==> config.mk <==
export PLATFORM = sky130hd
export DESIGN_NAME = flash_cmd_ctrl
export DESIGN_NICKNAME = d
export VERILOG_FILES = /design/src/rtl/flash_cmd_pkg.sv /design/src/rtl/flash_mem.sv /design/src/rtl/flash_wbuf.sv /design/src/rtl/flash_cmd_ctrl.sv
export SDC_FILE = /design/constraint.sdc
export NUM_CORES = 2
export LEC_CHECK = 0
export BUFFER_PORTS_ARGS = -buffer_cell sky130_fd_sc_hd__clkbuf_2
export CAP_MARGIN = 20
export CORE_UTILIZATION = 40
export DETAILED_ROUTE_END_ITERATION = 10
export PLACE_DENSITY = 0.64
export SYNTH_ARGS = -nofsm -noshare
export SYNTH_HDL_FRONTEND = slang
export SYNTH_SLANG_ARGS = --single-unit
==> constraint.sdc <==
create_clock -name clk -period 9.9 [get_ports clk]
set_input_delay 0.495 -clock clk [delete_from_list [all_inputs] [get_ports clk]]
set_output_delay 0.495 -clock clk [all_outputs]
set_load 0.02 [all_outputs]
==> src/rtl/flash_cmd_pkg.sv <==
package flash_cmd_pkg;

  typedef enum logic [3:0] {
    ST_ARRAY,
    ST_ID,
    ST_STATUS,
    ST_PROG,
    ST_PROG_DONE,
    ST_BUF_CNT,
    ST_BUF_DATA,
    ST_BUF_CONF,
    ST_COMMIT,
    ST_ERASE_ARM,
    ST_ERASING,
    ST_ERASE_DONE
  } fstate_e;

  localparam logic [7:0] CMD_PROG_A  = 8'h40;
  localparam logic [7:0] CMD_PROG_B  = 8'h10;
  localparam logic [7:0] CMD_BUFFER  = 8'hE8;
  localparam logic [7:0] CMD_STATUS  = 8'h70;
  localparam logic [7:0] CMD_CLEAR   = 8'h50;
  localparam logic [7:0] CMD_IDENT   = 8'h90;
  localparam logic [7:0] CMD_ERASE   = 8'h20;
  localparam logic [7:0] CMD_RESET   = 8'hFF;
  localparam logic [7:0] CMD_CONFIRM = 8'hD0;
  localparam logic [7:0] READY_CODE  = 8'h80;

  // Map a command byte to the mode it selects; unknown bytes keep the mode.
  function automatic fstate_e decode_cmd(input logic [7:0] cmd, input fstate_e cur);
    fstate_e nxt;
    nxt = cur;
    case (cmd)
      CMD_PROG_A, CMD_PROG_B: nxt = ST_PROG;
      CMD_BUFFER:             nxt = ST_BUF_CNT;
      CMD_STATUS:             nxt = ST_STATUS;
      CMD_CLEAR, CMD_RESET:   nxt = ST_ARRAY;
      CMD_IDENT:              nxt = ST_ID;
      CMD_ERASE:              nxt = ST_ERASE_ARM;
      default:                nxt = cur;
    endcase
    return nxt;
  endfunction

endpackage

==> src/rtl/flash_mem.sv <==
module flash_mem #(
  parameter int DW    = 16,
  parameter int DEPTH = 64,
  localparam int MAW  = $clog2(DEPTH)
) (
  input  logic           clk,
  input  logic           we,
  input  logic [MAW-1:0] waddr,
  input  logic [DW-1:0]  wdata,
  input  logic [MAW-1:0] raddr,
  output logic [DW-1:0]  rdata
);
  logic [DW-1:0] cells [DEPTH];

  always_ff @(posedge clk) begin
    if (we) cells[waddr] <= wdata;
  end

  assign rdata = cells[raddr];
endmodule

==> src/rtl/flash_wbuf.sv <==
module flash_wbuf #(
  parameter int DW      = 16,
  parameter int ENTRIES = 32,
  localparam int BIW    = $clog2(ENTRIES)
) (
  input  logic           clk,
  input  logic           we,
  input  logic [BIW-1:0] widx,
  input  logic [DW-1:0]  wdata,
  input  logic [BIW-1:0] ridx,
  output logic [DW-1:0]  rdata
);
  logic [DW-1:0] slots [ENTRIES];

  always_ff @(posedge clk) begin
    if (we) slots[widx] <= wdata;
  end

  assign rdata = slots[ridx];
endmodule

==> src/rtl/flash_cmd_ctrl.sv <==
module flash_cmd_ctrl
  import flash_cmd_pkg::*;
#(
  parameter int         DW        = 16,
  parameter int         DEPTH     = 64,
  parameter int         WORD_MODE = 1,
  parameter int         BLK       = 8,
  parameter int         BUF_MAX   = 32,
  parameter logic [7:0] MFR_CODE  = 8'h89,
  parameter logic [7:0] DEV_CODE  = 8'h15,
  localparam int        AW        = $clog2(DEPTH) + WORD_MODE
) (
  input  logic          clk,
  input  logic          rst_n,
  input  logic [AW-1:0] bus_addr,
  input  logic [DW-1:0] bus_wdata,
  input  logic          bus_wr,
  input  logic          bus_rd,
  output logic [DW-1:0] bus_rdata,
  output logic          bus_busy
);
  localparam int MAW  = $clog2(DEPTH);
  localparam int BIW  = $clog2(BUF_MAX);
  localparam int CW   = BIW + 1;
  localparam int BLKW = $clog2(BLK + 1);
  localparam int SQW  = (CW > BLKW) ? CW : BLKW;
  localparam int XW   = (MAW + 1 > CW) ? MAW + 1 : CW;

  fstate_e        state_q, state_d;
  logic [DW-1:0]  rdata_q, rdata_d;
  logic [MAW-1:0] start_q, start_d;
  logic [CW-1:0]  cnt_q, cnt_d;
  logic [CW-1:0]  rem_q, rem_d;
  logic [SQW-1:0] seq_q, seq_d;
  logic [MAW-1:0] base_q, base_d;

  logic [MAW-1:0] wa;
  logic           wr_ok, rd_ok;
  logic [7:0]     cmd;
  logic [XW-1:0]  diff;
  logic           in_win;

  logic           mem_we;
  logic [MAW-1:0] mem_wa;
  logic [DW-1:0]  mem_wd, mem_rd;
  logic           buf_we;
  logic [DW-1:0]  buf_rd;

  // Byte-to-word address conversion picked by the mode parameter
  if (WORD_MODE != 0) begin : g_word
    assign wa = bus_addr[AW-1:1];
  end else begin : g_byte
    assign wa = bus_addr;
  end

  assign bus_busy = (state_q == ST_COMMIT) || (state_q == ST_ERASING);
  assign wr_ok    = bus_wr && !bus_busy;
  assign rd_ok    = bus_rd && !bus_wr && !bus_busy;
  assign cmd      = bus_wdata[7:0];
  assign diff     = XW'(wa) - XW'(start_q);
  assign in_win   = (wa >= start_q) && (diff < XW'(cnt_q));
  assign bus_rdata = rdata_q;

  flash_mem #(.DW(DW), .DEPTH(DEPTH)) u_mem (
    .clk   (clk),
    .we    (mem_we),
    .waddr (mem_wa),
    .wdata (mem_wd),
    .raddr (wa),
    .rdata (mem_rd)
  );

  flash_wbuf #(.DW(DW), .ENTRIES(BUF_MAX)) u_wbuf (
    .clk   (clk),
    .we    (buf_we),
    .widx  (diff[BIW-1:0]),
    .wdata (bus_wdata),
    .ridx  (seq_q[BIW-1:0]),
    .rdata (buf_rd)
  );

  always_comb begin
    state_d = state_q;
    rdata_d = rdata_q;
    start_d = start_q;
    cnt_d   = cnt_q;
    rem_d   = rem_q;
    seq_d   = seq_q;
    base_d  = base_q;
    mem_we  = 1'b0;
    mem_wa  = wa;
    mem_wd  = bus_wdata;
    buf_we  = 1'b0;

    if (wr_ok) begin
      case (state_q)
        ST_ARRAY, ST_ID, ST_PROG_DONE, ST_ERASE_DONE: begin
          state_d = decode_cmd(cmd, state_q);
          if (cmd == CMD_BUFFER) begin
            start_d = wa;
            cnt_d   = '0;
            rem_d   = '0;
          end
        end
        ST_STATUS: state_d = ST_ARRAY;
        ST_PROG: begin
          mem_we  = 1'b1;
          state_d = ST_PROG_DONE;
        end
        ST_BUF_CNT: begin
          cnt_d   = CW'(bus_wdata[BIW-1:0]) + CW'(1);
          rem_d   = CW'(bus_wdata[BIW-1:0]) + CW'(1);
          state_d = ST_BUF_DATA;
        end
        ST_BUF_DATA: begin
          if (in_win) begin
            buf_we = 1'b1;
            rem_d  = rem_q - CW'(1);
            if (rem_q == CW'(1)) state_d = ST_BUF_CONF;
          end
        end
        ST_BUF_CONF: begin
          seq_d   = '0;
          state_d = (cmd == CMD_CONFIRM) ? ST_COMMIT : ST_ARRAY;
        end
        ST_ERASE_ARM: begin
          if (cmd == CMD_CONFIRM) begin
            seq_d   = '0;
            base_d  = wa;
            state_d = ST_ERASING;
          end
        end
        default: ;
      endcase
    end else if (rd_ok) begin
      case (state_q)
        ST_ARRAY: rdata_d = mem_rd;
        ST_ID: begin
          if (wa == MAW'(0))      rdata_d = DW'(MFR_CODE);
          else if (wa == MAW'(1)) rdata_d = DW'(DEV_CODE);
          else                    rdata_d = '0;
        end
        ST_STATUS: begin
          rdata_d = DW'(READY_CODE);
          state_d = ST_ARRAY;
        end
        default: rdata_d = DW'(READY_CODE);
      endcase
    end

    // Multi-cycle sequencer: one location per cycle
    if (state_q == ST_COMMIT) begin
      mem_we = 1'b1;
      mem_wa = start_q + MAW'(seq_q);
      mem_wd = buf_rd;
      seq_d  = seq_q + SQW'(1);
      if (seq_q == SQW'(cnt_q - CW'(1))) state_d = ST_ARRAY;
    end else if (state_q == ST_ERASING) begin
      mem_we = 1'b1;
      mem_wa = base_q + MAW'(seq_q);
      mem_wd = '1;
      seq_d  = seq_q + SQW'(1);
      if (seq_q == SQW'(BLK - 1)) state_d = ST_ERASE_DONE;
    end
  end

  always_ff @(posedge clk or negedge rst_n) begin
    if (!rst_n) begin
      state_q <= ST_ARRAY;
      rdata_q <= '0;
      start_q <= '0;
      cnt_q   <= '0;
      rem_q   <= '0;
      seq_q   <= '0;
      base_q  <= '0;
    end else begin
      state_q <= state_d;
      rdata_q <= rdata_d;
      start_q <= start_d;
      cnt_q   <= cnt_d;
      rem_q   <= rem_d;
      seq_q   <= seq_d;
      base_q  <= base_d;
    end
  end
endmodule

==> impl_metrics.tcl <==
set metrics [dict create \
    setup_viol 0 \
    synthArstFlopShare_pct 3.153 \
    hold_viol 0 \
    endpoint_kind "flop" \
    met1_usage_pct 26.05 \
    post_cts_buffers 0 \
    critPathMaxFanout 16 \
    grtUsageMet3_pct 4.576 \
    top_usage_layer "met2" \
    first_pass_iters 6 \
    synthTopCellsByArea "edfxtp_1 73%, mux4_2 15%, dfrtp_1 2.0%, nor2_1 0.88%, mux2i_1 0.84%" \
    timing.final.crit_share_pct 47.87 \
    worstSetupStartpointType "flop" \
    dieArea_mm2 0.1589 \
    seq_area_frac_synth_pct 75.31 \
    clk_path_buf_depth 3 \
    nFillCells 12920 \
    die_y_um 398.6 \
    synth_top_area_cell "edfxtp_1" \
    p_leak_nw 22.21 \
    antenna_left 0 \
    synth_seq_cells 1586 \
    required_ns 10.29 \
    port_buffers 42 \
    dr.first_iter.drc_count 3266 \
    diodes 0 \
    ys.flop_type "edfxtp_1" \
    syn_nets 3037 \
    report.final.slew_viol_count 0 \
    numCtsBuffers 156 \
    grt_usage_pct 18.64 \
    antenna_found_initial 8 \
    clock_sinks 1586 \
    status "completed" \
    hp-class "input pin to flop" \
    r2r_slack_ns 5.16 \
    ir_drop_mv 0.1814 \
    root_buffer "clkbuf_16" \
    place_congestion 0.8270 \
    netlist.area_leader.share_pct 73.32 \
    die_w_um 398.6 \
    grt_remaining_overflow 0 \
    relSlewSlack_pct 22.60 \
    rows 145 \
    synth_edf_count 1536 \
    routed_via_density 5.703 \
    grt_max_degree 137 \
    fin_crit_ns 4.739 \
    num_vias 30490 \
    syn_avg_cell_area_um2 21.11 \
    insertion_delay_ns 0.79 \
    detail_route.wl_per_cell_um 27.50 \
    initial_core_util_pct 40.27 \
    drive_above_1_share_pct 27.88 \
    arrival_ns 5.13 \
    rsz0062_at_grt "false" \
    pwr_density_cell_mw_per_mm2 234.0 \
    hpwlAfterDp_um 85330 \
    whs_ns 0.08907 \
    fmax_ghz 0.2110 \
    met2_usage_pct 28.82 \
    grt_pass1_vias 30430 \
    hold_buffers 1 \
    max-cap-violations 0 \
    worst_pin_slew_ns 1.132 \
    routed_wl_um 147100 \
    fin_skew_ns 0.03245 \
    post_synth_num_cell_types 82 \
    syn-instance-count 2980 \
    fin_setup_tns_ns 0 \
    ios 44 \
    syn_to_final_growth_pct 12.98 \
    nNetsFinal 3221 \
    cts_tree "yes" \
    core_mm2 0.1562 \
    clk_pin_slew_ns 0.06 \
    grt_pass1_wl_um 214000 \
    synth_warnings 0 \
    ctsResizeCount 0 \
    htree_levels 4 \
    critPathKind "flop to flop" \
    synth_area_mm2 0.06291 \
    post-route-drc-count 0 \
]
[Yosys cell counts (5+ instances only)]
library cell / number
mux4_2: 417
o41ai_1: 5
or3_1: 5
o22ai_1: 43
a31oi_1: 8
xor2_1: 11
inv_1: 25
buf_2: 48
a21oi_1: 53
buf_4: 15
clkbuf_1: 58
a22oi_1: 33
o211ai_1: 8
a2111oi_0: 6
mux2i_1: 53
buf_6: 23
nor2_1: 148
a2bb2oi_1: 5
xnor2_1: 12
and3_1: 9
nor3_1: 34
a211oi_1: 7
ha_1: 27
edfxtp_1: 1536
dfrtp_1: 50
a32o_1: 7
buf_1: 7
o21ai_0: 32
nand2b_1: 17
nand3b_1: 5
a21o_1: 13
nand3_1: 45
nor2b_1: 10
or2_2: 5
nand2_1: 88
mux2_2: 16
o221ai_1: 9
nand4_1: 7
[final timing paths]
path	to	start	depth (start not counted)
max in group asynchronous	seq_q[2]	rst_n	3
max reg2reg	u_wbuf.slots[2][12]	start_q[0]	12
min	state_q[3]	bus_wr	3
max	u_wbuf.slots[2][12]	start_q[0]	12
min in group asynchronous	bus_rdata[6]	rst_n	3
min reg2reg	cnt_q[1]	cnt_q[1]	2
[flip-flops by register name, summed over array words and instances (netlist names)]
| register | flops |
|---|---|
| base_q | 6 |
| bus_rdata | 16 |
| cnt_q | 6 |
| rem_q | 6 |
| seq_q | 6 |
| start_q | 6 |
| state_q | 4 |
| u_mem.cells | 1024 |
| u_wbuf.slots | 512 |
[critical path: stages, from the launching register on]
cell and delay, ns:
dfrtp_1 0.39, ha_1 0.19, inv_1 0.08, fa_1 0.42, a21o_1 0.18, a21oi_1 0.17, xnor2_1 0.28, ha_1 0.34
a21o_1 0.16, a21oi_1 0.17, nand4_1 0.39, or3_1 0.65, nor2_2 0.91
[placed cells by master (no fill, tap or decap), types with 25 or more instances in the layout]
cell type and count:
a21oi_1 51, nor2_1 98, clkinv_1 43, edfxtp_1 1536, a22oi_1 33, o22ai_1 43, nand3_1 45, buf_4 119
nand2_1 88, dfrtp_1 46, clkbuf_2 38, nor2_2 36, clkbuf_16 158, ha_1 27, clkbuf_1 33, inv_1 25
mux4_2 417, o21ai_0 32, mux2i_1 53
[cell type report]
class / count / area (um^2) / area share (%)
multi-input cells: 1212 / 14800 / 20.82
clock buffers: 200 / 4202 / 5.911
inverters: 27 / 101.3 / 0.1426
clock inverters: 83 / 545.5 / 0.7675
flip-flops and latches: 1586 / 47390 / 66.67
well taps: 2058 / 2575 / 3.623
repair buffers: 181 / 1464 / 2.060
[per-layer routing]
| metal | vias up | wire length (um) |
|---|---|---|
| li1 | 12880 | - |
| met1 | 16190 | 61360 |
| met5 | - | 80 |
| met3 | 205 | 12630 |
| met4 | 12 | 3623 |
| met2 | 1212 | 69360 |
[stage by stage]
step,utilization (%),cell area (um^2),instances,setup WS (ns),total power [mW]
detailed placement,42.40,66230,5058,4.419,11.22
global placement,42.27,66020,5045,4.354,11.15
CTS,45.44,70990,5342,5.156,16.75
floorplan,-,62910,2980,5.186,10.16
finish,45.50,71070,5347,5.161,16.63
global route,45.50,71070,5347,4.890,17.17
[cell families after synthesis]
kind of cell	synth area share [%]
mux	16.06
simple gates	2.965
xor+xnor	0.3202
compound gates	3.075
fa+ha+maj	0.6325
flops	75.31
buf+inv	1.641
[power by group]
part | leakage (nW) | switching (mW) | internal (mW)
registers | 14.4 | 0.219 | 8.01
logic | 5.48 | 1.81 | 1.02
clock network | 2.32 | 2.50 | 3.06
Power figures use the tool's default switching activity.
